### src/rtl/fp24_pkg.sv
package fp24_pkg;

    localparam int WORD_W    = 24;
    localparam int EXP_W     = 7;
    localparam int FRAC_W    = 16;
    localparam int BIAS      = 64;
    localparam int EXP_TOP   = (1 << EXP_W) - 1;
    localparam int ONE_POS   = 2 * FRAC_W - 2;      // bit of 1.0 in the raw magnitude
    localparam int RAW_W     = ONE_POS + 4;         // headroom for carry and product
    localparam int POS_W     = $clog2(RAW_W);
    localparam int ALIGN_LIM = FRAC_W + 1;

    typedef enum logic [2:0] {
        OP_ADD = 3'd0,
        OP_SUB = 3'd1,
        OP_MUL = 3'd2,
        OP_I2F = 3'd3,
        OP_F2I = 3'd4
    } fp_op_e;

    typedef struct packed {
        logic [EXP_W-1:0]  exp;
        logic              sign;
        logic [FRAC_W-1:0] frac;
    } fp24_t;

    // Unnormalized intermediate: value = mag * 2^(exp - BIAS - ONE_POS)
    typedef struct packed {
        logic              direct;   // fixed word already final
        logic              sign;
        logic signed [10:0] exp;
        logic [RAW_W-1:0]  mag;
        logic [WORD_W-1:0] fixed;
    } raw_t;

    function automatic logic [POS_W-1:0] lead_one(input logic [RAW_W-1:0] v);
        logic [POS_W-1:0] pos;
        pos = '0;
        for (int i = 0; i < RAW_W; i++) begin
            if (v[i]) pos = POS_W'(i);
        end
        return pos;
    endfunction

endpackage

### src/rtl/fp24_front.sv
module fp24_front
    import fp24_pkg::*;
#(
    parameter int FIX_W = 16
) (
    input  logic [2:0]        op,
    input  logic [WORD_W-1:0] a,
    input  logic [WORD_W-1:0] b,
    output raw_t              raw
);
    localparam int EXT_W = FRAC_W + FIX_W;
    localparam int LOW_Z = ONE_POS - (FRAC_W - 1);

    fp24_t fa, fb;
    assign fa = a;
    assign fb = b;

    logic              a_zero, b_zero;
    logic [FRAC_W-1:0] ma, mb;
    assign a_zero = (fa.exp == '0);
    assign b_zero = (fb.exp == '0);
    assign ma     = a_zero ? '0 : fa.frac;
    assign mb     = b_zero ? '0 : fb.frac;

    // Add / subtract: order by magnitude, align the smaller one
    logic              sb_eff, a_ge;
    logic [EXP_W-1:0]  be, se, dif;
    logic [FRAC_W-1:0] bm, sm;
    logic              bs, ss;
    logic [RAW_W-1:0]  bx, sx, sum;

    always_comb begin
        sb_eff = fb.sign ^ (op == OP_SUB);
        a_ge   = {fa.exp, ma} >= {fb.exp, mb};
        be = a_ge ? fa.exp : fb.exp;
        se = a_ge ? fb.exp : fa.exp;
        bm = a_ge ? ma : mb;
        sm = a_ge ? mb : ma;
        bs = a_ge ? fa.sign : sb_eff;
        ss = a_ge ? sb_eff : fa.sign;
        dif = be - se;
        bx  = {{(RAW_W-FRAC_W-LOW_Z){1'b0}}, bm, {LOW_Z{1'b0}}};
        sx  = {{(RAW_W-FRAC_W-LOW_Z){1'b0}}, sm, {LOW_Z{1'b0}}};
        sx  = (dif > EXP_W'(ALIGN_LIM)) ? '0 : (sx >> dif);
        sum = (bs == ss) ? (bx + sx) : (bx - sx);
    end

    // Multiply
    logic [2*FRAC_W-1:0] prod;
    logic signed [10:0]  mul_e;
    assign prod  = (2*FRAC_W)'(ma) * (2*FRAC_W)'(mb);
    assign mul_e = $signed({4'b0, fa.exp}) + $signed({4'b0, fb.exp}) - 11'sd64;

    // Integer to float
    logic [FIX_W-1:0] xi, xm;
    assign xi = a[FIX_W-1:0];
    assign xm = xi[FIX_W-1] ? (~xi + 1'b1) : xi;

    // Float to integer, truncating toward zero, saturating
    logic signed [8:0] k;
    logic [EXT_W-1:0]  ext, shd;
    logic [6:0]        sh;
    logic [FIX_W-1:0]  fmag, fx;

    always_comb begin
        k    = $signed({2'b0, fa.exp}) - 9'sd64;
        ext  = {fa.frac, {FIX_W{1'b0}}};
        sh   = 7'(FIX_W + FRAC_W - 1) - 7'(k[6:0]);
        shd  = ext >> sh;
        fmag = shd[FIX_W-1:0];
        if (a_zero || k[8])
            fx = '0;
        else if (k >= 9'(FIX_W - 1))
            fx = fa.sign ? {1'b1, {(FIX_W-1){1'b0}}} : {1'b0, {(FIX_W-1){1'b1}}};
        else
            fx = fa.sign ? (~fmag + 1'b1) : fmag;
    end

    always_comb begin
        raw        = '0;
        raw.fixed  = {{(WORD_W-FIX_W){fx[FIX_W-1]}}, fx};
        unique case (op)
            OP_ADD, OP_SUB: begin
                raw.sign = bs;
                raw.exp  = $signed({4'b0, be});
                raw.mag  = sum;
            end
            OP_MUL: begin
                raw.sign = fa.sign ^ fb.sign;
                raw.exp  = mul_e;
                raw.mag  = RAW_W'(prod);
            end
            OP_I2F: begin
                raw.sign = xi[FIX_W-1];
                raw.exp  = 11'(BIAS + ONE_POS);
                raw.mag  = RAW_W'(xm);
            end
            OP_F2I: raw.direct = 1'b1;
            default: raw.mag = '0;
        endcase
    end

endmodule

### src/rtl/fp24_back.sv
module fp24_back
    import fp24_pkg::*;
(
    input  raw_t              raw,
    output logic [WORD_W-1:0] word
);
    logic [POS_W-1:0]   p;
    logic signed [10:0] ne;
    logic [RAW_W-1:0]   norm;
    fp24_t              f;

    always_comb begin
        p    = lead_one(raw.mag);
        ne   = raw.exp + $signed({{(11-POS_W){1'b0}}, p}) - 11'(ONE_POS);
        norm = raw.mag << (POS_W'(RAW_W - 1) - p);
        f.exp  = ne[EXP_W-1:0];
        f.sign = raw.sign;
        f.frac = norm[RAW_W-1 -: FRAC_W];
        if (raw.direct)
            word = raw.fixed;
        else if (raw.mag == '0 || ne < 11'sd1)
            word = '0;
        else if (ne > 11'(EXP_TOP))
            word = {EXP_W'(EXP_TOP), raw.sign, {FRAC_W{1'b1}}};
        else
            word = f;
    end

endmodule

### src/rtl/fp24_alu.sv
module fp24_alu
    import fp24_pkg::*;
#(
    parameter int FIX_W = 16
) (
    input  logic              clk,
    input  logic              rst,
    input  logic              in_valid,
    input  logic [2:0]        op,
    input  logic [WORD_W-1:0] a,
    input  logic [WORD_W-1:0] b,
    output logic              out_valid,
    output logic [WORD_W-1:0] result
);
    raw_t              raw_d, raw_q;
    logic              s1_valid;
    logic              out_fix;
    logic [WORD_W-1:0] word;

    fp24_front #(.FIX_W(FIX_W)) u_front (
        .op  (op),
        .a   (a),
        .b   (b),
        .raw (raw_d)
    );

    always_ff @(posedge clk) begin
        if (rst) begin
            s1_valid <= 1'b0;
            raw_q    <= '0;
        end else begin
            s1_valid <= in_valid;
            if (in_valid) raw_q <= raw_d;
        end
    end

    fp24_back u_back (
        .raw  (raw_q),
        .word (word)
    );

    always_ff @(posedge clk) begin
        if (rst) begin
            out_valid <= 1'b0;
            out_fix   <= 1'b0;
            result    <= '0;
        end else begin
            out_valid <= s1_valid;
            if (s1_valid) begin
                result  <= word;
                out_fix <= raw_q.direct;
            end
        end
    end

    // Two-cycle latency in both directions
    p_latency_r1: assert property (@(posedge clk) disable iff (rst)
        in_valid |-> ##2 out_valid);
    p_idle_r1: assert property (@(posedge clk) disable iff (rst)
        !in_valid |-> ##2 !out_valid);

    // Zero floats are canonical
    p_zero_canon_r2: assert property (@(posedge clk) disable iff (rst)
        (out_valid && !out_fix && result[WORD_W-1 -: EXP_W] == '0) |-> (result == '0));

    // Nonzero floats are normalized
    p_normalized_r5: assert property (@(posedge clk) disable iff (rst)
        (out_valid && !out_fix && result[WORD_W-1 -: EXP_W] != '0) |-> result[FRAC_W-1]);

    // Product sign follows the operand signs
    p_mul_sign_r3: assert property (@(posedge clk) disable iff (rst)
        (in_valid && op == OP_MUL && a[WORD_W-1 -: EXP_W] != '0 && b[WORD_W-1 -: EXP_W] != '0)
        |-> ##2 (result[WORD_W-1 -: EXP_W] == '0 || result[FRAC_W] == $past(a[FRAC_W] ^ b[FRAC_W], 2)));

    // Integer output is sign-extended
    p_fix_ext_r9: assert property (@(posedge clk) disable iff (rst)
        (out_valid && out_fix) |-> (&result[WORD_W-1:FIX_W-1] || ~|result[WORD_W-1:FIX_W-1]));

endmodule

### config.mk
export PLATFORM = sky130hd
export DESIGN_NAME = fp24_alu
export DESIGN_NICKNAME = d
export VERILOG_FILES = /design/src/rtl/fp24_pkg.sv /design/src/rtl/fp24_front.sv /design/src/rtl/fp24_back.sv /design/src/rtl/fp24_alu.sv
export SDC_FILE = /design/constraint.sdc
export NUM_CORES = 1
export LEC_CHECK = 0
export ABC_AREA = 1
export BUFFER_PORTS_ARGS = -buffer_cell sky130_fd_sc_hd__buf_4
export CORE_MARGIN = 2
export CORE_UTILIZATION = 49
export CTS_CLUSTER_DIAMETER = 50
export DETAILED_ROUTE_END_ITERATION = 10
export PLACE_DENSITY = 0.65
export SLEW_MARGIN = 20
export SYNTH_ARGS = -nofsm -noshare
export SYNTH_HDL_FRONTEND = slang
export SYNTH_HIERARCHICAL = 1
export SYNTH_SLANG_ARGS = --single-unit
### constraint.sdc
create_clock -name clk -period 9.15 [get_ports clk]
set_input_delay 0.4575 -clock clk [delete_from_list [all_inputs] [get_ports clk]]
set_output_delay 0.4575 -clock clk [all_outputs]
set_load 0.05 [all_outputs]
=== After elaboration in Yosys (flattened, before gate mapping) ===
Index checks and enable logic that the tools add are counted.

* Register bits: 89
* Output and inout port bits: 25
* Word-level logic and storage cells: 99

* Multiply operators: 1
* Add/subtract/negate cells: 12
* Equal/unequal tests: 5
* Muxes and demuxes: 54
* Reductions and logical operators: 7
* Shift operators: 3
* Bitwise operators: 4
* $lt $le $gt $ge: 5

{| class="wikitable"
|+ Operators by type and width
! operator !! number
|-
| $mux W16 || 9
|-
| $pmux W34 S3 || 1
|-
| $mux W5 || 16
|-
| $mux W24 || 3
|-
| $mux W34 || 2
|-
| $pmux W12 S3 || 1
|-
| $add A31 B34 Y34 || 1
|-
| $logic_not A34 Y1 || 1
|-
| $shl A34 B6 Y34 || 1
|-
| $shr A31 B7 Y34 || 1
|-
| $sub A31 B34 Y34 || 1
|-
| $add A16 B1 Y16 const B || 2
|-
| $mul A16 B16 Y32 || 1
|-
| $mux W4 || 8
|-
| $not A16 Y16 || 2
|-
| $shr A32 B7 Y16 || 1
|-
| $ge A23 B23 Y1 || 1
|-
| $logic_not A7 Y1 || 2
|-
| $mux W7 || 2
|-
| $mux W3 || 4
|-
| $mux W6 || 2
|-
| $add A11 B7 Y11 || 1
|-
| $gt A11 B8 Y1 const B || 1
|-
| $lt A11 B2 Y1 const B || 1
|-
| other kinds (19) || 26
|}

=== Longest topological paths before layout ===
* Depth after elaboration: 39
* Gate-level depth with buffers: 64
* Gate-level depth less buffers: 61

=== Hierarchy ===
Netlist, hierarchy kept.

{| class="wikitable"
|+ By module, submodules not included
! module !! cells an instance !! area an instance (sq um) !! instances
|-
| fp24_front || 2,573 || 15,964.1 || 1
|-
| fp24_alu || 608 || 3,968.8 || 1
|-
| fp24_back || 663 || 3,110.5 || 1
|}

=== Worst setup path after synthesis ===
No wires, ideal clock.

* Path type: input-to-reg
* From: input port a[17]
* To: register raw_q[54] in the netlist's numbering
* Stages on the path: 43
* Setup time: 0.113 ns
* Slack: 1.698 ns
* Data arrival time: 7.339 ns
* Path through: buf_2 -> clkinv_1 -> nand4_1 -> nor3_2 -> clkbuf_1 -> nor2_1 -> clkbuf_1 -> nand2_1 -> fa_1 -> inv_1 -> fa_1 -> inv_1 -> fa_1 -> inv_1 -> fa_1 -> inv_1 -> fa_1 -> inv_1 -> (+7 left out) -> nand2_1 -> inv_1 -> nor2_1 -> o21ai_0 -> inv_1 -> o21ai_0 -> nand3_1 -> nand2_1 -> a21oi_1 -> o21ba_2 -> nor2_1 -> nor2_1 -> nand2_1 -> nand2_1 -> inv_1 -> nand2_1 -> nand2_1 -> nor2_1

{| class="wikitable"
|+ RTL lines
! element !! RTL line !! source
|-
| start, declared || fp24_alu.sv:10 || <nowiki>input logic [WORD_W-1:0] a,</nowiki>
|-
| end signal, assigned || fp24_alu.sv:33 || <nowiki>if (in_valid) raw_q <= raw_d;</nowiki>
|-
| end, declared || fp24_alu.sv:15 || <nowiki>raw_t raw_d, raw_q;</nowiki>
|}

==> run_results.csv <==
group,metric,value,unit
clock_tree,clk_latency,0.37,ns
timing,rsz0062_at_grt,"false",
pwr,p_seq_frac,0.079,
die,dieArea,0.0488,mm²
timing,worst_pin_slew,1.16,ns
logic_synthesis,post_synth_num_cell_types,60,
setup_path,path_buf_inv,13,
timing,worst_clock_skew,0.0171,ns
clock_tree,clock_path_buffers,2,
logic_synthesis,postSynthCellCount,3844,
clock_tree,ctsHoldBuffers,0,
finish,nNetsFinal,4313,
routing,drt-pass1-iter-count,6,
grt,overflow,0,
logic_synthesis,postSynthAreaPerCell,5.99,µm²
pwr,p_switching,3.93,mW
pwr,internal_power,2.62,mW
timing,clock.fmax,0.121,GHz
finish,antennaDiodeCount,0,
clock_tree,cts.clk_slew.worst_paths,0.09,ns
grt,grt_max_degree,95,
timing,slew_headroom,0.222,
clock_tree,cts_buffers,9,
worst_hold_path,hp-start,"rst",
pwr,power.density,267,mW/mm²
place,port_buffers,78,
grt,antenna_found_initial,0,
setup_path,cp_slowest_stage_delay,0.57,ns
timing,hold_violations,0,
worst_hold_path,min_to,"out_valid$_SDFF_PP0_",
setup_path,ff2ff_path_depth,58,
routing,antenna_left,0,
routing,drc,0,
routing,routedWlPerCell,17.9,µm
clock_tree,cts_tree,"built",
timing,setup_viol,0,
logic_synthesis,synth.yosys.seq_area_share,0.0843,
logic_synthesis,synth.cell_area,0.0230,mm²
logic_synthesis,ys_async_sr_fraction,0,
die,core_area,0.0465,mm²
setup_path,critical_path_required,9.42,ns
pwr,vdd_drop_max,0.270,mV
timing,setup_tns,0,ns
setup_path,cp_top_family,"adder cells",
timing,finalCritPeriodShare,0.907,
logic_synthesis,synth_top_area_share,0.180,
setup_path,end_kind,"flip-flop",
pwr,sw_frac_of_total,0.600,
finish,area_growth,6.33,%
pwr,p_clk_frac,0.061,
setup_path,crit_type,"in2reg",
routing,route.vias.total,24200,
pwr,p_leak,13.4,nW
status,outcome,"finished, final reports clean",
worst_hold_path,hold_depth,2,
logic_synthesis,yosysTopAreaCell,"nand2_1",
finish,post-route-util,0.527,
setup_path,crit_slowest_cell,"inv_1",
worst_hold_path,hold_class,"in2reg",
setup_path,r2r-end,"result[15]$_SDFFE_PP0P_",
place,gp_congestion,1.03,
logic_synthesis,yosys-top-cells-count,"nand2_1 (1107), inv_1 (610), nor2_1 (492)",
setup_path,path_max_fanout,16,
clock_tree,clock_sinks,97,
routing,wl,79.9,mm
grt,grt_pass1_wl,127,mm
place,dpl.cell_count,4450,
logic_synthesis,synth.most_common_cell,"nand2_1",
setup_path,cp.arrival,8.56,ns
logic_synthesis,synth_edf_count,0,
place,dp_hpwl,65.1,mm
flow_run,maxCapViolCount,0,
logic_synthesis,synth_fp_nets,4303,
routing,post_drt_via_cell_ratio,5.43,
logic_synthesis,ys.warnings.count,6,
die,fp.dieH,221,µm
logic_synthesis,synth-seq-cells,97,
timing,holdWs,0.265,ns
logic_synthesis,yosys-top-cells-area,"nand2_1 (18%), fa_1 (17%), ha_1 (11%), inv_1 (9.9%), dfxtp_1 (8.4%)",
clock_tree,cts-resized-gates,0,
logic_synthesis,yosys_most_used_dff,"dfxtp_1",
finish,layout-drive-gt1-share,0.0676,
clock_tree,cts_root_buffer,"clkbuf_16",
routing,drtIter0Drc,2711,
timing,maxSlewViolCount,0,
die,die_w,221,µm
pwr,fin_total_pwr,6.54,mW
setup_path,cp_common_cell,"inv_1",
clock_tree,cts_setup_buffers,0,
finish,stdcell_count,4466,
setup_path,r2r-start,"raw_q[27]$_SDFFE_PP0P_",
pwr,pwr-share-comb,0.861,
die,rows,79,
die,pin_count,79,
grt,grt_pass1_vias,22600,
clock_tree,htreeDepth,3,
timing,min_period,8.30,ns
setup_path,start_kind,"primary input",
grt,grt_usage,0.326,
setup_path,reg2reg_setup_slack,2.70,ns
die,start_util,0.496,
## registers in the layout, summed over array words and instances, names as in the netlist
signal     flops
s1_valid       1
result        24
out_valid      1
raw_q         71
## area by class of cell
cell class,instances,area (µm²)
inverter,642,2410
sequential,97,1940
clock inverter,7,85.1
timing repair buffer,156,1180
multi-input combinational,2948,17900
tap,607,759
fill,5019,22000
clock buffer,9,225
## cells in the final DEF, fill, tap and decap left out, drive strengths merged, types with 5 or more instances in the layout
cell	n
nand2	1121
ha	208
a21oi	139
nor3	37
clkinv	18
a21o	5
clkbuf	9
inv	630
dfxtp	97
nor2	507
o31ai	7
o221ai	6
mux2i	5
nand3	367
a31oi	14
o21ai	218
o21bai	14
xnor2	8
nand3b	5
o211ai	14
fa	197
nor4	7
xor2	16
or2	14
nand4	12
buf	156
## worst max path at each step
| stage | from | end | slack (ns) | cells past startpoint |
|---|---|---|---|---|
| final | b[23] | raw_q[55]$_SDFFE_PP0P_ | 0.85 | 40 |
| after global routing | b[23] | raw_q[55]$_SDFFE_PP0P_ | 0.34 | 41 |
| after CTS | b[23] | raw_q[55]$_SDFFE_PP0P_ | 1.05 | 40 |
| after detailed placement | b[23] | raw_q[55]$_SDFFE_PP0P_ | 0.66 | 40 |
| after global placement | b[23] | raw_q[55]$_SDFFE_PP0P_ | 0.69 | 40 |
| after floorplan | a[17] | raw_q[54]$_SDFFE_PP0P_ | 1.70 | 43 |
## power by group through the flow
stage | Sequential (mW) | Clock, mW | Combinational [mW]
final | 0.514 | 0.398 | 5.63
after global routing | 0.521 | 0.417 | 6.40
after CTS | 0.515 | 0.405 | 5.55
after detailed placement | 0.524 | 0 | 5.51
after global placement | 0.524 | 0 | 5.50
after floorplan | 0.537 | 0 | 4.01
## cell families after synthesis
group	Yosys count	share of synthesized area
adder cells (fa/ha/maj)	405	0.284
XOR/XNOR	24	0.0109
buffers and inverters	799	0.140
AO/OA/AOI/OAI	440	0.106
flip-flops	97	0.0843
AND/OR/NAND/NOR	2074	0.373
multiplexers	5	0.00217
## per-layer routing
metal / routed length (µm) / vias up / track usage / share of wire
met2: 33200 / 1084 / 0.486 / 0.42
met4: 2530 / 0 / 0.0976 / 0.032
met5: 0 / - / 0 / 0
met1: 35900 / 11100 / 0.470 / 0.45
met3: 8220 / 116 / 0.0728 / 0.10
li1: - / 12000 / - / -
## worst reg2reg max path: cells and delay by family, from the launching register on
family / cells / cell delay, ns
AOI/OAI and AO/OA: 6 / 0.98
adders and majority gates: 3 / 0.78
buffers and inverters: 6 / 0.81
DFF: 1 / 0.44
and+or+nand+nor: 43 / 3.40
## through the flow
step | cell area (µm²) | worst slack (ns)
detailed placement | 24200 | 0.658
CTS | 24500 | 1.05
global placement | 24200 | 0.690
finish | 24500 | 0.855
global route | 24500 | 0.338
floorplan | 23000 | 1.70
No activity file was read; power rests on OpenSTA's default activity.
